## config.mk

```make
export PLATFORM = sky130hd
export DESIGN_NAME = vpd_eeprom_bridge
export DESIGN_NICKNAME = d
export VERILOG_FILES = /design/src/rtl/vpd_bridge_pkg.sv /design/src/rtl/vpd_ctrl.sv /design/src/rtl/vpd_datapath.sv /design/src/rtl/vpd_eeprom_bridge.sv
export SDC_FILE = /design/constraint.sdc
export NUM_CORES = 1
export LEC_CHECK = 0
export BUFFER_PORTS_ARGS = -buffer_cell sky130_fd_sc_hd__buf_4
export CAP_MARGIN = 40
export CORE_ASPECT_RATIO = 0.9
export CORE_MARGIN = 5
export CORE_UTILIZATION = 30
export DETAILED_ROUTE_END_ITERATION = 16
export GPL_ROUTABILITY_DRIVEN = 0
export HOLD_SLACK_MARGIN = 0.05
export SYNTH_ARGS = -nofsm -noshare
export SYNTH_HDL_FRONTEND = slang
export SYNTH_SLANG_ARGS = --single-unit
```

## constraint.sdc

```tcl
create_clock -name clk -period 3.2 [get_ports clk]
set_input_delay 0 -clock clk [delete_from_list [all_inputs] [get_ports clk]]
set_output_delay 0 -clock clk [all_outputs]
set_load 0.05 [all_outputs]
```

## src/rtl/vpd_bridge_pkg.sv

```systemverilog
package vpd_bridge_pkg;

  typedef enum logic [3:0] {
    ST_IDLE,
    ST_START,
    ST_EWEN,
    ST_EWEN_GAP,
    ST_XFER,
    ST_XFER_GAP,
    ST_POLL,
    ST_POLL_GAP,
    ST_DONE
  } vpdState_t;

  // Strobes from the sequencer to the datapath; every load and chip-select
  // change is issued on a divider tick.
  typedef struct packed {
    logic loadEwen;
    logic loadRead;
    logic loadWrite;
    logic wordHi;
    logic shiftEn;
    logic csOn;
    logic csOff;
    logic captureLo;
    logic captureHi;
    logic finish;
  } vpdStrobe_t;

  localparam logic [1:0] OP_READ  = 2'b10;
  localparam logic [1:0] OP_WRITE = 2'b01;
  localparam logic [1:0] OP_EXT   = 2'b00;

endpackage

```

## src/rtl/vpd_ctrl.sv

```systemverilog
module vpd_ctrl
  import vpd_bridge_pkg::*;
(
  input  logic       clk,
  input  logic       rstN,
  input  logic       hostStart,
  input  logic       isWrite,
  input  logic       tick,
  input  logic       bitsDone,
  input  logic       doSync,
  output vpdStrobe_t strobe,
  output logic       idle
);

  vpdState_t state, stateNxt;
  logic wordHi, wordHiNxt;

  always_ff @(posedge clk) begin
    if (!rstN) begin
      state  <= ST_IDLE;
      wordHi <= 1'b0;
    end else begin
      state  <= stateNxt;
      wordHi <= wordHiNxt;
    end
  end

  always_comb begin
    stateNxt      = state;
    wordHiNxt     = wordHi;
    strobe        = '0;
    strobe.wordHi = wordHi;
    unique case (state)
      ST_IDLE: begin
        if (hostStart) stateNxt = ST_START;
      end
      ST_START: begin
        if (tick) begin
          if (isWrite) begin
            strobe.loadEwen = 1'b1;
            stateNxt        = ST_EWEN;
          end else begin
            strobe.loadRead = 1'b1;
            stateNxt        = ST_XFER;
          end
        end
      end
      ST_EWEN: begin
        if (!bitsDone) begin
          strobe.shiftEn = 1'b1;
        end else if (tick) begin
          strobe.csOff = 1'b1;
          stateNxt     = ST_EWEN_GAP;
        end
      end
      ST_EWEN_GAP: begin
        if (tick) begin
          strobe.loadWrite = 1'b1;
          stateNxt         = ST_XFER;
        end
      end
      ST_XFER: begin
        if (!bitsDone) begin
          strobe.shiftEn = 1'b1;
        end else if (tick) begin
          strobe.csOff     = 1'b1;
          strobe.captureLo = !isWrite && !wordHi;
          strobe.captureHi = !isWrite && wordHi;
          stateNxt         = ST_XFER_GAP;
        end
      end
      ST_XFER_GAP: begin
        if (tick) begin
          if (isWrite) begin
            strobe.csOn = 1'b1;
            stateNxt    = ST_POLL;
          end else if (!wordHi) begin
            wordHiNxt       = 1'b1;
            strobe.wordHi   = 1'b1;
            strobe.loadRead = 1'b1;
            stateNxt        = ST_XFER;
          end else begin
            stateNxt = ST_DONE;
          end
        end
      end
      ST_POLL: begin
        if (tick && doSync) begin
          strobe.csOff = 1'b1;
          stateNxt     = ST_POLL_GAP;
        end
      end
      ST_POLL_GAP: begin
        if (tick) begin
          if (!wordHi) begin
            wordHiNxt        = 1'b1;
            strobe.wordHi    = 1'b1;
            strobe.loadWrite = 1'b1;
            stateNxt         = ST_XFER;
          end else begin
            stateNxt = ST_DONE;
          end
        end
      end
      ST_DONE: begin
        strobe.finish = 1'b1;
        wordHiNxt     = 1'b0;
        stateNxt      = ST_IDLE;
      end
      default: stateNxt = ST_IDLE;
    endcase
  end

  assign idle = (state == ST_IDLE);

endmodule

```

## src/rtl/vpd_datapath.sv

```systemverilog
module vpd_datapath
  import vpd_bridge_pkg::*;
#(
  parameter int CLK_DIV = 4,
  parameter int ADDR_W  = 6
) (
  input  logic              clk,
  input  logic              rstN,
  input  logic              regWe,
  input  logic              regSel,
  input  logic [31:0]       regWdata,
  input  vpdStrobe_t        strobe,
  input  logic              ctrlIdle,
  output logic [31:0]       addrWord,
  output logic [31:0]       dataWord,
  output logic              hostStart,
  output logic              isWrite,
  output logic              tick,
  output logic              bitsDone,
  output logic              doSync,
  output logic              eeCs,
  output logic              eeSk,
  output logic              eeDi,
  input  logic              eeDo
);

  localparam int WORD_W  = 16;
  localparam int FRAME_W = 3 + ADDR_W + WORD_W;
  localparam int EWEN_W  = 3 + ADDR_W;
  localparam int CNT_W   = $clog2(FRAME_W + 1);
  localparam int DIV_W   = (CLK_DIV > 2) ? $clog2(CLK_DIV) : 1;

  // Serial clock divider: one tick per half period of eeSk.
  logic [DIV_W-1:0] divCnt;
  always_ff @(posedge clk) begin
    if (!rstN)                                divCnt <= '0;
    else if (divCnt == DIV_W'(CLK_DIV - 1))   divCnt <= '0;
    else                                      divCnt <= divCnt + 1'b1;
  end
  assign tick = (divCnt == DIV_W'(CLK_DIV - 1));

  // Host-visible registers.
  logic              flag;
  logic [ADDR_W-1:0] addrReg;
  logic [31:0]       dataReg;
  logic [WORD_W-1:0] rxShift;

  assign hostStart = regWe && !regSel && ctrlIdle;
  assign isWrite   = flag;

  always_ff @(posedge clk) begin
    if (!rstN) begin
      flag    <= 1'b0;
      addrReg <= '0;
    end else if (hostStart) begin
      flag    <= regWdata[31];
      addrReg <= regWdata[ADDR_W-1:0];
    end else if (strobe.finish) begin
      flag    <= ~flag;
    end
  end

  always_ff @(posedge clk) begin
    if (!rstN)                                   dataReg <= '0;
    else if (regWe && regSel && ctrlIdle)        dataReg <= regWdata;
    else if (strobe.captureLo)                   dataReg[15:0]  <= rxShift;
    else if (strobe.captureHi)                   dataReg[31:16] <= rxShift;
  end

  assign addrWord = {flag, {(31 - ADDR_W){1'b0}}, addrReg};
  assign dataWord = dataReg;

  // Input synchronizer for the EEPROM data-out line.
  logic doMeta;
  always_ff @(posedge clk) begin
    if (!rstN) begin
      doMeta <= 1'b0;
      doSync <= 1'b0;
    end else begin
      doMeta <= eeDo;
      doSync <= doMeta;
    end
  end

  // Frame builder.
  logic [ADDR_W-1:0] wordAddr;
  logic [WORD_W-1:0] wordData;
  assign wordAddr = addrReg + ADDR_W'(strobe.wordHi);
  assign wordData = strobe.wordHi ? dataReg[31:16] : dataReg[15:0];

  logic [FRAME_W-1:0] frameRead, frameWrite, frameEwen;
  assign frameRead  = {1'b1, OP_READ,  wordAddr, {WORD_W{1'b0}}};
  assign frameWrite = {1'b1, OP_WRITE, wordAddr, wordData};
  assign frameEwen  = {1'b1, OP_EXT, 2'b11, {(ADDR_W - 2){1'b0}}, {WORD_W{1'b0}}};

  // Shift engine.
  logic [FRAME_W-1:0] txShift;
  logic [CNT_W-1:0]   bitsLeft;
  logic               csReg, skReg;
  logic               anyLoad;
  assign anyLoad = strobe.loadEwen || strobe.loadRead || strobe.loadWrite;

  always_ff @(posedge clk) begin
    if (!rstN) begin
      txShift  <= '0;
      bitsLeft <= '0;
      skReg    <= 1'b0;
      rxShift  <= '0;
    end else if (anyLoad) begin
      skReg <= 1'b0;
      if (strobe.loadEwen) begin
        txShift  <= frameEwen;
        bitsLeft <= CNT_W'(EWEN_W);
      end else if (strobe.loadRead) begin
        txShift  <= frameRead;
        bitsLeft <= CNT_W'(FRAME_W);
      end else begin
        txShift  <= frameWrite;
        bitsLeft <= CNT_W'(FRAME_W);
      end
    end else if (strobe.shiftEn && tick && !bitsDone) begin
      if (!skReg) begin
        skReg <= 1'b1;
      end else begin
        skReg    <= 1'b0;
        txShift  <= {txShift[FRAME_W-2:0], 1'b0};
        rxShift  <= {rxShift[WORD_W-2:0], doSync};
        bitsLeft <= bitsLeft - 1'b1;
      end
    end
  end

  always_ff @(posedge clk) begin
    if (!rstN)                       csReg <= 1'b0;
    else if (anyLoad || strobe.csOn) csReg <= 1'b1;
    else if (strobe.csOff)           csReg <= 1'b0;
  end

  assign bitsDone = (bitsLeft == '0);
  assign eeCs     = csReg;
  assign eeSk     = skReg;
  assign eeDi     = csReg && txShift[FRAME_W-1];

endmodule

```

## src/rtl/vpd_eeprom_bridge.sv

```systemverilog
module vpd_eeprom_bridge
  import vpd_bridge_pkg::*;
#(
  parameter int CLK_DIV = 4,
  parameter int ADDR_W  = 6
) (
  input  logic        clk,
  input  logic        rstN,
  input  logic        regWe,
  input  logic        regSel,
  input  logic [31:0] regWdata,
  output logic [31:0] addrWord,
  output logic [31:0] dataWord,
  output logic        eeCs,
  output logic        eeSk,
  output logic        eeDi,
  input  logic        eeDo
);

  vpdStrobe_t strobe;
  logic hostStart, isWrite, tick, bitsDone, doSync, idle, busy;

  assign busy = !idle;

  vpd_ctrl u_ctrl (
    .clk       (clk),
    .rstN      (rstN),
    .hostStart (hostStart),
    .isWrite   (isWrite),
    .tick      (tick),
    .bitsDone  (bitsDone),
    .doSync    (doSync),
    .strobe    (strobe),
    .idle      (idle)
  );

  vpd_datapath #(
    .CLK_DIV (CLK_DIV),
    .ADDR_W  (ADDR_W)
  ) u_dp (
    .clk       (clk),
    .rstN      (rstN),
    .regWe     (regWe),
    .regSel    (regSel),
    .regWdata  (regWdata),
    .strobe    (strobe),
    .ctrlIdle  (idle),
    .addrWord  (addrWord),
    .dataWord  (dataWord),
    .hostStart (hostStart),
    .isWrite   (isWrite),
    .tick      (tick),
    .bitsDone  (bitsDone),
    .doSync    (doSync),
    .eeCs      (eeCs),
    .eeSk      (eeSk),
    .eeDi      (eeDi),
    .eeDo      (eeDo)
  );

endmodule

```

==> metrics.txt, run 1 <==
commonest non-fill, non-tap cell in the layout nand2_1; I/O pins 104; Sink Count 96; total power density per cell area 489 mW/mm²; register area share after synthesis 40.9%; unrepaired setup endpoints after global routing false; Pre-Repair DR Iteration Count 5; max_slew headroom 43.5%; maximum vdd drop 258 µV; EDFF count, synth 0; DRC 0; Final setup viols 0; Initial DRC Count 508; total CTS buffers 9; setup slack after layout 0.608 ns; Core Footprint 0.0154 mm²; Rows 43; worst-path maximum fanout 10; actual slew at the worst max-slew pin approximately 0.85 ns; first-pass GRT wire length 22300 µm; Max Slew Vio Count 0; Critical Path RT 3.39 ns; Via-to-Cell Ratio roughly 5.1; Post-Syn Area per Cell 8.57 µm²; cell area after synthesis around 0.0047 mm²; die footprint 0.0183 mm²; largest net degree at the start of global routing 51; most frequent cells in the layout nand2_1, dfxtp_1, buf_4, a21oi_1, nor2_1; setup TNS 0 ns; hold crit path type in -> reg; Clock Tree Root clkbuf_16; worst skew pair latency 0.34 ns; met2 layer usage reported by global route 24.8%; DRT Wirelength 14100 µm; synth warn 0; average routed wire per standard cell between 15 and 20 µm; Pleak 2.41 nW; status finished clean; number of H-tree levels 3; Yosys reg bits 96; initial antenna violation count 0; CTS clk-pin slew, worst paths 0.07 ns; max cap viols 0; clock tree from TritonCTS yes; GR Util met1 19.9%; Max Clock Skew 0.00622 ns; Place WS between 0.6 and 0.7 ns; crit end category register; final hold violation count 0; Netlist cell types 59; layout cell share with drive strength beyond 1 18.4%; post-synthesis cell count 548; Post-synth ARST share 0%; die height around 130 µm; Starting Density 30.5%; Die W 142 µm; fmax 386 MHz; number of global-route vias before repair 4232; DPL Wire Length 9960 µm; fin crit share 81.0%; GRT met3 Usage 2.45%; Routed Antenna Nets 0; GRT busiest layer met2; Fillers 1541; post-layout minimum cycle time 2.59 ns; predominant post-synthesis flop cell dfxtp_1; final net count a little under 700; GRT Util Overall 15.2%; Overflow after GRT 0; Syn-to-layout area delta 24.9%; Setup crit start kind register; clock buffer depth 2; routed vias 4308; I/O Buffers 78; arrival time worst endpoint ~2.8 ns; worst setup path class reg -> reg
==> power by group <==
group | switching (W) | leakage (nW) | internal (W) | total [W]
registers | 0.0000514 | 0.779 | 0.00124 | 0.00129
clock network | 0.000475 | 0.143 | 0.000611 | 0.00109
logic | 0.000325 | 1.49 | 0.000166 | 0.000491
total | 0.000851 | 2.41 | 0.00202 | 0.00287
==> registers in the layout (all words and copies together) (netlist names) <==
register       flops
u_dp.rxShift      16
u_ctrl.wordHi      1
u_dp.doSync        1
u_dp.addrReg       6
u_dp.eeCs          1
u_dp.txShift      25
u_dp.dataWord     32
u_ctrl.state       4
u_dp.doMeta        1
u_dp.bitsLeft      5
u_dp.eeSk          1
u_dp.isWrite       1
u_dp.divCnt        2
==> per-layer routing <==
metal  routed length (µm)  share of wire [%]
met5                    0                  0
met4                  418                3.0
met3                  684                4.8
met2                 6650                 47
met1                 6360                 45
==> per-stage QoR <==
step / cells / hold WS [ns] / power (W) / cell area, µm² / util (%)
floorplan: 572 / 0.127 / 0.00166 / 4780 / -
global placement: 790 / 0.209 / 0.00177 / 5230 / 34.0
detailed placement: 790 / 0.245 / 0.00177 / 5230 / 34.0
CTS: 839 / 0.153 / 0.00288 / 5860 / 38.1
global route: 839 / 0.186 / 0.00297 / 5860 / 38.1
finish: 840 / 0.150 / 0.00287 / 5860 / 38.1
==> worst max-delay path: stages, from the launching register on <==
cell and delay [ns]:
dfxtp_1 0.37, ha_1 0.34, or3b_1 0.52, a21oi_1 0.18, nor2_1 0.07, inv_1 0.06
ha_1 0.18, and3_1 0.21, nand3_1 0.10, xnor2_1 0.16, o2bb2ai_1 0.17, a21oi_1 0.08
==> cell usage after synthesis, types with 3 or more instances <==
cell	number	area, µm²
o21ai_0	5	25.0
a21boi_0	11	82.6
xor2_1	5	43.8
o22ai_1	20	125
ha_1	6	75.1
nand2_1	97	364
inv_1	7	26.3
nor2_1	35	131
nand2b_1	3	18.8
xnor2_1	4	35.0
buf_4	29	218
a21oi_1	40	200
mux2i_1	7	70.1
buf_6	10	113
buf_2	9	45.0
clkbuf_1	23	86.3
o211a_1	4	40.0
and2_1	6	37.5
and3_1	18	113
a21boi_1	10	75.1
nor3_1	4	20.0
a22oi_1	32	240
dfxtp_1	96	1920
nand3_1	8	40.0
o221a_1	14	158
==> path summary, 6_finish.rpt <==
| kind | startpoint | to | slack, ns | depth (start not counted) |
|---|---|---|---|---|
| setup / recovery | u_dp.divCnt[0]$_SDFF_PP0_ | u_dp.txShift[21]$_SDFFE_PN0P_ | 0.61 | 11 |
| hold / removal | rstN | u_ctrl.state[2]$_SDFFE_PN0P_ | 0.15 | 2 |
| setup reg to reg | u_dp.divCnt[0]$_SDFF_PP0_ | u_dp.txShift[21]$_SDFFE_PN0P_ | 0.61 | 11 |
| hold reg to reg | u_dp.doMeta$_SDFF_PN0_ | u_dp.doSync$_SDFF_PN0_ | 0.47 | 1 |
==> final cells by class <==
cell class	instances	area [µm²]	share of cell area, %
well taps	202	253	4.31
flip-flops and latches	96	1920	32.8
inverters	8	30.0	0.512
multi-input cells	397	2380	40.5
clock buffers	10	229	3.90
repair buffers	120	983	16.8
clock inverters	6	68.8	1.17
diodes	1	2.50	0.0427
==> timing repair <==
item                      CTS  global route
hold endpoints to repair   39             0
hold buffers               33             0
setup buffers               0             0
resized for setup           0             0
==> kinds of logic (layout without fill, tap and decap cells) <==
family | count (synthesis) | count (layout) | synth area share [%]
AO/OA/AOI/OAI | 152 | 152 | 23.1
XOR/XNOR | 9 | 9 | 1.68
adder cells (fa/ha/maj) | 6 | 6 | 1.60
buffers and inverters | 79 | 144 | 10.5
flip-flops | 96 | 96 | 40.9
multiplexers | 7 | 7 | 1.49
other | 1 | 26 | 0.0799
AND/OR/NAND/NOR | 198 | 198 | 20.6
Note: power is estimated with default switching activity, not from simulation.
==> run 2, diff against run 1 <==
ABC_AREA = 1   (was unset)
clock period = 2.35 ns   (was 3.2 ns; I/O delays follow)
==> metrics.txt, run 2 <==
Critical Path Source u_dp.divCnt[0]$_SDFF_PP0_ (unchanged); I/O pins 104 (unchanged); number of global-route vias before repair 4676 (was 4232); Setup crit start kind register (unchanged); predominant post-synthesis flop cell dfxtp_1 (unchanged); area occupied by registers 0.00192 mm² (unchanged); final instance area 0.00648 mm² (was 0.00586 mm²); Routed Antenna Nets 0 (unchanged); Register-to-Register Setup Slack 0.29 ns (was 0.61 ns); max cap viols 0 (unchanged); Hold Path Depth 5 (was 2); worst-path maximum fanout 5 (was 10); initial antenna violation count 1 (was 0); average routed wire per standard cell 13.7 µm (was 16.8 µm); I/O Buffers 78 (unchanged); routed vias 5175 (was 4308); hold path endpoint u_dp.dataWord[21]$_SDFFE_PN0P_ (was u_ctrl.state[2]$_SDFFE_PN0P_); Initial DRC Count 378 (was 508); Post-Syn Area per Cell 6.72 µm² (was 8.57 µm²); setup TNS 0 ns (unchanged); area taken by multi-input logic gates 0.00259 mm² (was 0.00238 mm²); Fillers 1887 (was 1541); post-synthesis cell count 794 (was 548); CTS clk-pin slew, worst paths 0.07 ns (about the same); leading area contributor after synthesis dfxtp_1 (unchanged); fmax 486 MHz (was 386 MHz); GRT Util Overall 15.1% (was 15.2%); layout cell share with drive strength beyond 1 15.1% (was 18.4%); final non-filler cell total 1121 (was 840); most frequent cells in the layout nand2_1, inv_1, nand3_1, dfxtp_1, buf_4 (was nand2_1, dfxtp_1, buf_4, a21oi_1, nor2_1); status finished clean (unchanged); maximum vdd drop 373 µV (was 258 µV); total power density per cell area 689 mW/mm² (was 489 mW/mm²); synth top area cells dfxtp_1, nand2_1, nand3_1 (was dfxtp_1, nand2_1, a22oi_1); total CTS buffers 9 (unchanged); Psw 0.00163 W (was 0.000851 W); Pint 0.00284 W (was 0.00202 W); Antenna Cells 0 (was 1); Clock Tree Root clkbuf_16 (unchanged); switching portion of total power 36.5% (was 29.7%); Syn-to-layout area delta 21.4% (was 24.9%); max FFs per register 32 (unchanged); post-layout minimum cycle time 2.06 ns (was 2.59 ns); DRT Wirelength 15300 µm (was 14100 µm); cell area after synthesis 0.00534 mm² (was 0.00469 mm²); Starting Density 30.4% (was 30.5%); HP Start regWdata[21] (was rstN); Yosys reg bits 96 (unchanged); commonest non-fill, non-tap cell in the layout nand2_1 (unchanged); Pleak 2.93 nW (was 2.41 nW); synth warn 0 (unchanged); DRC 0 (unchanged); final net count 919 (was 675); largest net degree at the start of global routing 66 (was 51); clock share of power 32.7% (was 37.8%); first-pass GRT wire length 24600 µm (was 22300 µm); top-count cell post-synth nand2_1 (unchanged); Max Slew Vio Count 0 (unchanged); fin crit share 87.5% (was 81.0%); max_slew headroom 56.5% (was 43.5%); DPL Wire Length 11000 µm (was 9960 µm); hold slack 0.0626 ns (was 0.150 ns); reg2reg end u_dp.txShift[20]$_SDFFE_PN0P_ (was u_dp.txShift[21]$_SDFFE_PN0P_); die height 137 µm (was 129 µm); Critical Path RT 2.60 ns (was 3.39 ns); number of H-tree levels 3 (unchanged); arrival time worst endpoint 2.31 ns (was 2.78 ns); Final setup viols 0 (unchanged); Overflow after GRT 0 (unchanged); unrepaired setup endpoints after global routing false (unchanged); commonest cells in the netlist nand2_1, inv_1, nand3_1 (was nand2_1, dfxtp_1, a21oi_1); Worst R2R Path Depth 14 (was 11); worst skew pair latency 0.35 ns (was 0.34 ns); Max Clock Skew 0.00839 ns (was 0.00622 ns); Rows 46 (was 43); postcts setup bufs 0 (unchanged); final hold violation count 0 (unchanged); die footprint 0.0206 mm² (was 0.0183 mm²); EDFF count, synth 0 (unchanged); register area share after synthesis 36.0% (was 40.9%); hold crit path type in -> reg (unchanged); Pre-Repair DR Iteration Count 7 (was 5); Reg power frac 40.7% (was 45.0%); clock buffer depth 2 (unchanged); Via-to-Cell Ratio 4.62 (was 5.13); worst r2r src u_dp.divCnt[0]$_SDFF_PP0_ (unchanged); Sink Count 96 (unchanged); Synth top area share 36.0% (was 40.9%); Die W 151 µm (was 142 µm); power share of the combinational group 26.6% (was 17.1%); crit end category register (unchanged); worst setup path class reg -> reg (unchanged); clock tree from TritonCTS yes (unchanged); Core Footprint 0.0176 mm² (was 0.0154 mm²); actual slew at the worst max-slew pin 0.650 ns (was 0.846 ns); Netlist cell types 35 (was 59); Post-synth ARST share 0% (unchanged); Placed Cells 1079 (was 790); placed cell area 0.00593 mm² (was 0.00523 mm²)
-- run 2: final cells by class --
type	count	share of cell area, %
clock buffers	10	3.69
clock inverters	6	0.791
inverters	116	6.72
multi-input cells	538	40.0
flip-flops and latches	96	29.6
well taps	240	4.63
repair buffers	115	14.5
-- run 2: per-stage QoR --
step / util (%) / power [W] / setup WS, ns
2_1_floorplan: - / 0.00277 / 0.145
3_3_place_gp: 33.8 / 0.00301 / 0.334
3_5_place_dp: 33.8 / 0.00301 / 0.304
4_1_cts: 36.9 / 0.00450 / 0.290
5_1_grt: 36.9 / 0.00471 / 0.00235
6_report: 36.9 / 0.00447 / 0.294
-- run 2: how the worst max path moves through the flow --
stage,end,slack [ns],depth (start not counted)
2_1_floorplan,u_dp.txShift[20]$_SDFFE_PN0P_,0.15,15
3_3_place_gp,u_dp.txShift[20]$_SDFFE_PN0P_,0.33,14
3_5_place_dp,u_dp.txShift[20]$_SDFFE_PN0P_,0.30,14
4_1_cts,u_dp.txShift[20]$_SDFFE_PN0P_,0.29,14
5_1_grt,u_dp.txShift[20]$_SDFFE_PN0P_,0.002,13
6_report,u_dp.txShift[20]$_SDFFE_PN0P_,0.29,14
-- run 2: worst max-delay path: stages, from the launching register on --
cell and delay [ns]:
dfxtp_1 0.36, ha_1 0.25, nand2_1 0.11, o21ai_1 0.18
nand2_1 0.10, nand2_1 0.08, ha_1 0.16, ha_1 0.18
nand3_1 0.09, xor2_1 0.14, nand2_1 0.06, o21ai_0 0.07
nand2_1 0.06, nor2_1 0.08, nor2_1 0.04
-- run 2: kinds of logic (layout without fill, tap and decap cells) --
group | Yosys count | count (layout) | share of synthesized area, %
flops | 96 | 96 | 36.0
simple gates | 348 | 348 | 29.9
buf+inv | 184 | 247 | 17.1
other cells | 1 | 25 | 0.0702
xor+xnor | 3 | 3 | 0.492
fa+ha+maj | 6 | 6 | 1.41
compound gates | 156 | 156 | 15.0
-- run 2: repair_timing --
action | in CTS | in global routing
hold endpoints to repair | 27 | 0
resized for setup | 0 | 0
hold buffers | 26 | 0
-- run 2: per-layer routing --
layer,vias to the layer above,routed length [µm],GRT usage (%)
met5,-,0,0
met4,0,330,5.89
li1,2672,-,-
met2,176,6630,22.0
met3,21,922,2.55
met1,2306,7460,22.1
-- run 2: power by group through the flow --
stage	sequential [W]	combinational (W)	clock [W]
6_report	0.00182	0.00119	0.00146
5_1_grt	0.00183	0.00132	0.00156
4_1_cts	0.00182	0.00119	0.00149
3_5_place_dp	0.00186	0.00115	0
3_3_place_gp	0.00186	0.00116	0
2_1_floorplan	0.00196	0.000810	0
==> run 3, diff against run 2 <==
CORE_UTILIZATION = 50   (was 30)
PLACE_DENSITY = 0.76   (was unset)
==> metrics.txt, run 3 (synthesized netlist as in run 2, its figures left out) <==
I/O pins 104 (unchanged); fmax 480 MHz (was 486 MHz); Pint 0.00282 W (was 0.00284 W); DRC 0 (unchanged); total power density per cell area 698 mW/mm² (was 689 mW/mm²); most frequent cells in the layout nand2_1, inv_1, nand3_1, dfxtp_1, buf_4 (unchanged); Max Slew Vio Count 0 (unchanged); Setup crit start kind register (unchanged); placed cell area 0.00578 mm² (was 0.00593 mm²); Overflow after GRT 0 (unchanged); worst skew pair latency 0.35 ns (about the same); number of global-route vias before repair 4405 (was 4676); Fillers 981 (was 1887); Starting Density 51.7% (was 30.4%); first-pass GRT wire length 22700 µm (was 24600 µm); Antenna Cells 0 (unchanged); crit end category register (unchanged); Die W 119 µm (was 151 µm); final instance area 0.00629 mm² (was 0.00648 mm²); initial antenna violation count 0 (was 1); Via-to-Cell Ratio 5.14 (was 4.62); Initial DRC Count 571 (was 378); clock share of power 32.0% (was 32.7%); Pre-Repair DR Iteration Count 5 (was 7); routed vias 5159 (was 5175); fin crit share 88.7% (was 87.5%); maximum vdd drop 393 µV (was 373 µV); number of H-tree levels 3 (unchanged); DRT Wirelength 13800 µm (was 15300 µm); final non-filler cell total 1003 (was 1121); Core Footprint 0.0103 mm² (was 0.0176 mm²); Pleak 2.89 nW (was 2.93 nW); area occupied by registers 0.00192 mm² (unchanged); Final setup viols 0 (unchanged); Critical Path RT 2.60 ns (about the same); CTS clk-pin slew, worst paths 0.07 ns (about the same); die footprint 0.0128 mm² (was 0.0206 mm²); status finished clean (unchanged); average routed wire per standard cell 13.8 µm (was 13.7 µm); max_slew headroom 64.1% (was 56.5%); worst-path maximum fanout 7 (was 5); Syn-to-layout area delta 17.8% (was 21.4%); largest net degree at the start of global routing 66 (unchanged); total CTS buffers 9 (unchanged); DPL Wire Length 9870 µm (was 11000 µm); power share of the combinational group 26.4% (was 26.6%); Clock Tree Root clkbuf_16 (unchanged); Reg power frac 41.6% (was 40.7%); Max Clock Skew 0.00699 ns (was 0.00839 ns); postcts setup bufs 0 (unchanged); Placed Cells 965 (was 1079); die height 108 µm (was 137 µm); final hold violation count 0 (unchanged); Rows 35 (was 46); worst setup path class reg -> reg (unchanged); layout cell share with drive strength beyond 1 14.9% (was 15.1%); setup TNS 0 ns (unchanged); clock buffer depth 2 (unchanged); max cap viols 0 (unchanged); I/O Buffers 78 (unchanged); GRT Util Overall 21.9% (was 15.1%); unrepaired setup endpoints after global routing false (unchanged); final net count 912 (was 919); post-layout util 60.8% (was 36.9%); commonest non-fill, non-tap cell in the layout nand2_1 (unchanged); Psw 0.00157 W (was 0.00163 W); total chip power 0.00439 W (was 0.00447 W); switching portion of total power 35.8% (was 36.5%); hold crit path type in -> reg (unchanged); Routed Antenna Nets 0 (unchanged); area taken by multi-input logic gates 0.00260 mm² (was 0.00259 mm²); Sink Count 96 (unchanged); actual slew at the worst max-slew pin 0.539 ns (was 0.650 ns); arrival time worst endpoint 2.33 ns (was 2.31 ns); post-layout minimum cycle time 2.08 ns (was 2.06 ns); max FFs per register 32 (unchanged); clock tree from TritonCTS yes (unchanged)
run 3: what timing repair did:
action                                 4_1_cts  5_1_grt
hold buffers                                22        0
setup endpoints to repair                    0        1
gates resized for setup                      0        1
endpoints found under the hold margin       23        0
run 3: final timing paths:
| check | depth (start not counted) | slack (ns) | endpoint | startpoint |
|---|---|---|---|---|
| max reg2reg | 14 | 0.27 | u_dp.txShift[20]$_SDFFE_PN0P_ | u_ctrl.state[3]$_SDFFE_PN0P_ |
| min reg2reg | 2 | 0.41 | u_dp.doSync$_SDFF_PN0_ | u_dp.doMeta$_SDFF_PN0_ |
| min | 5 | 0.07 | u_dp.dataWord[8]$_SDFFE_PN0P_ | regWdata[8] |
| max | 14 | 0.27 | u_dp.txShift[20]$_SDFFE_PN0P_ | u_ctrl.state[3]$_SDFFE_PN0P_ |
run 3: final cells by class:
type                       instances  area share (%)
multi-input combinational        538            41.3
sequential                        96            30.6
timing repair buffer             108            14.2
inverter                         116            6.92
clock buffer                      11            3.86
tap                              129            2.57
clock inverter                     5           0.637
run 3: power by group through the flow:
| stage | logic [W] | registers [W] | clock network, W |
|---|---|---|---|
| 2_1_floorplan | 0.000810 | 0.00196 | 0 |
| 3_3_place_gp | 0.00111 | 0.00185 | 0 |
| 3_5_place_dp | 0.00111 | 0.00186 | 0 |
| 4_1_cts | 0.00115 | 0.00182 | 0.00143 |
| 5_1_grt | 0.00127 | 0.00184 | 0.00150 |
| 6_report | 0.00116 | 0.00183 | 0.00141 |
run 3: through the flow:
step | setup WS (ns) | hold WS [ns]
after detailed placement | 0.280 | 0.188
final | 0.265 | 0.0680
after global placement | 0.363 | 0.182
after global routing | 0.0306 | 0.0650
after floorplan | 0.145 | 0.0976
after CTS | 0.258 | 0.0543
run 3: worst max-delay path, cell delays in order (launching register included):
cell and delay, ns:
dfxtp_1 0.51, inv_2 0.09, nand3_1 0.16, o21ai_1 0.11, nand2_1 0.09, nand2_1 0.06, ha_1 0.20, ha_1 0.20
nand3_1 0.10, xor2_1 0.15, nand2_1 0.06, o21ai_0 0.07, nand2_1 0.07, nor2_1 0.08, nor2_1 0.04
run 3: layer usage:
metal	global-route usage, %	up-vias	wire, µm
met4	6.78	0	204
met2	31.8	207	6100
met5	0	-	0
met3	4.71	15	971
met1	32.2	2292	6540
li1	-	2645	-
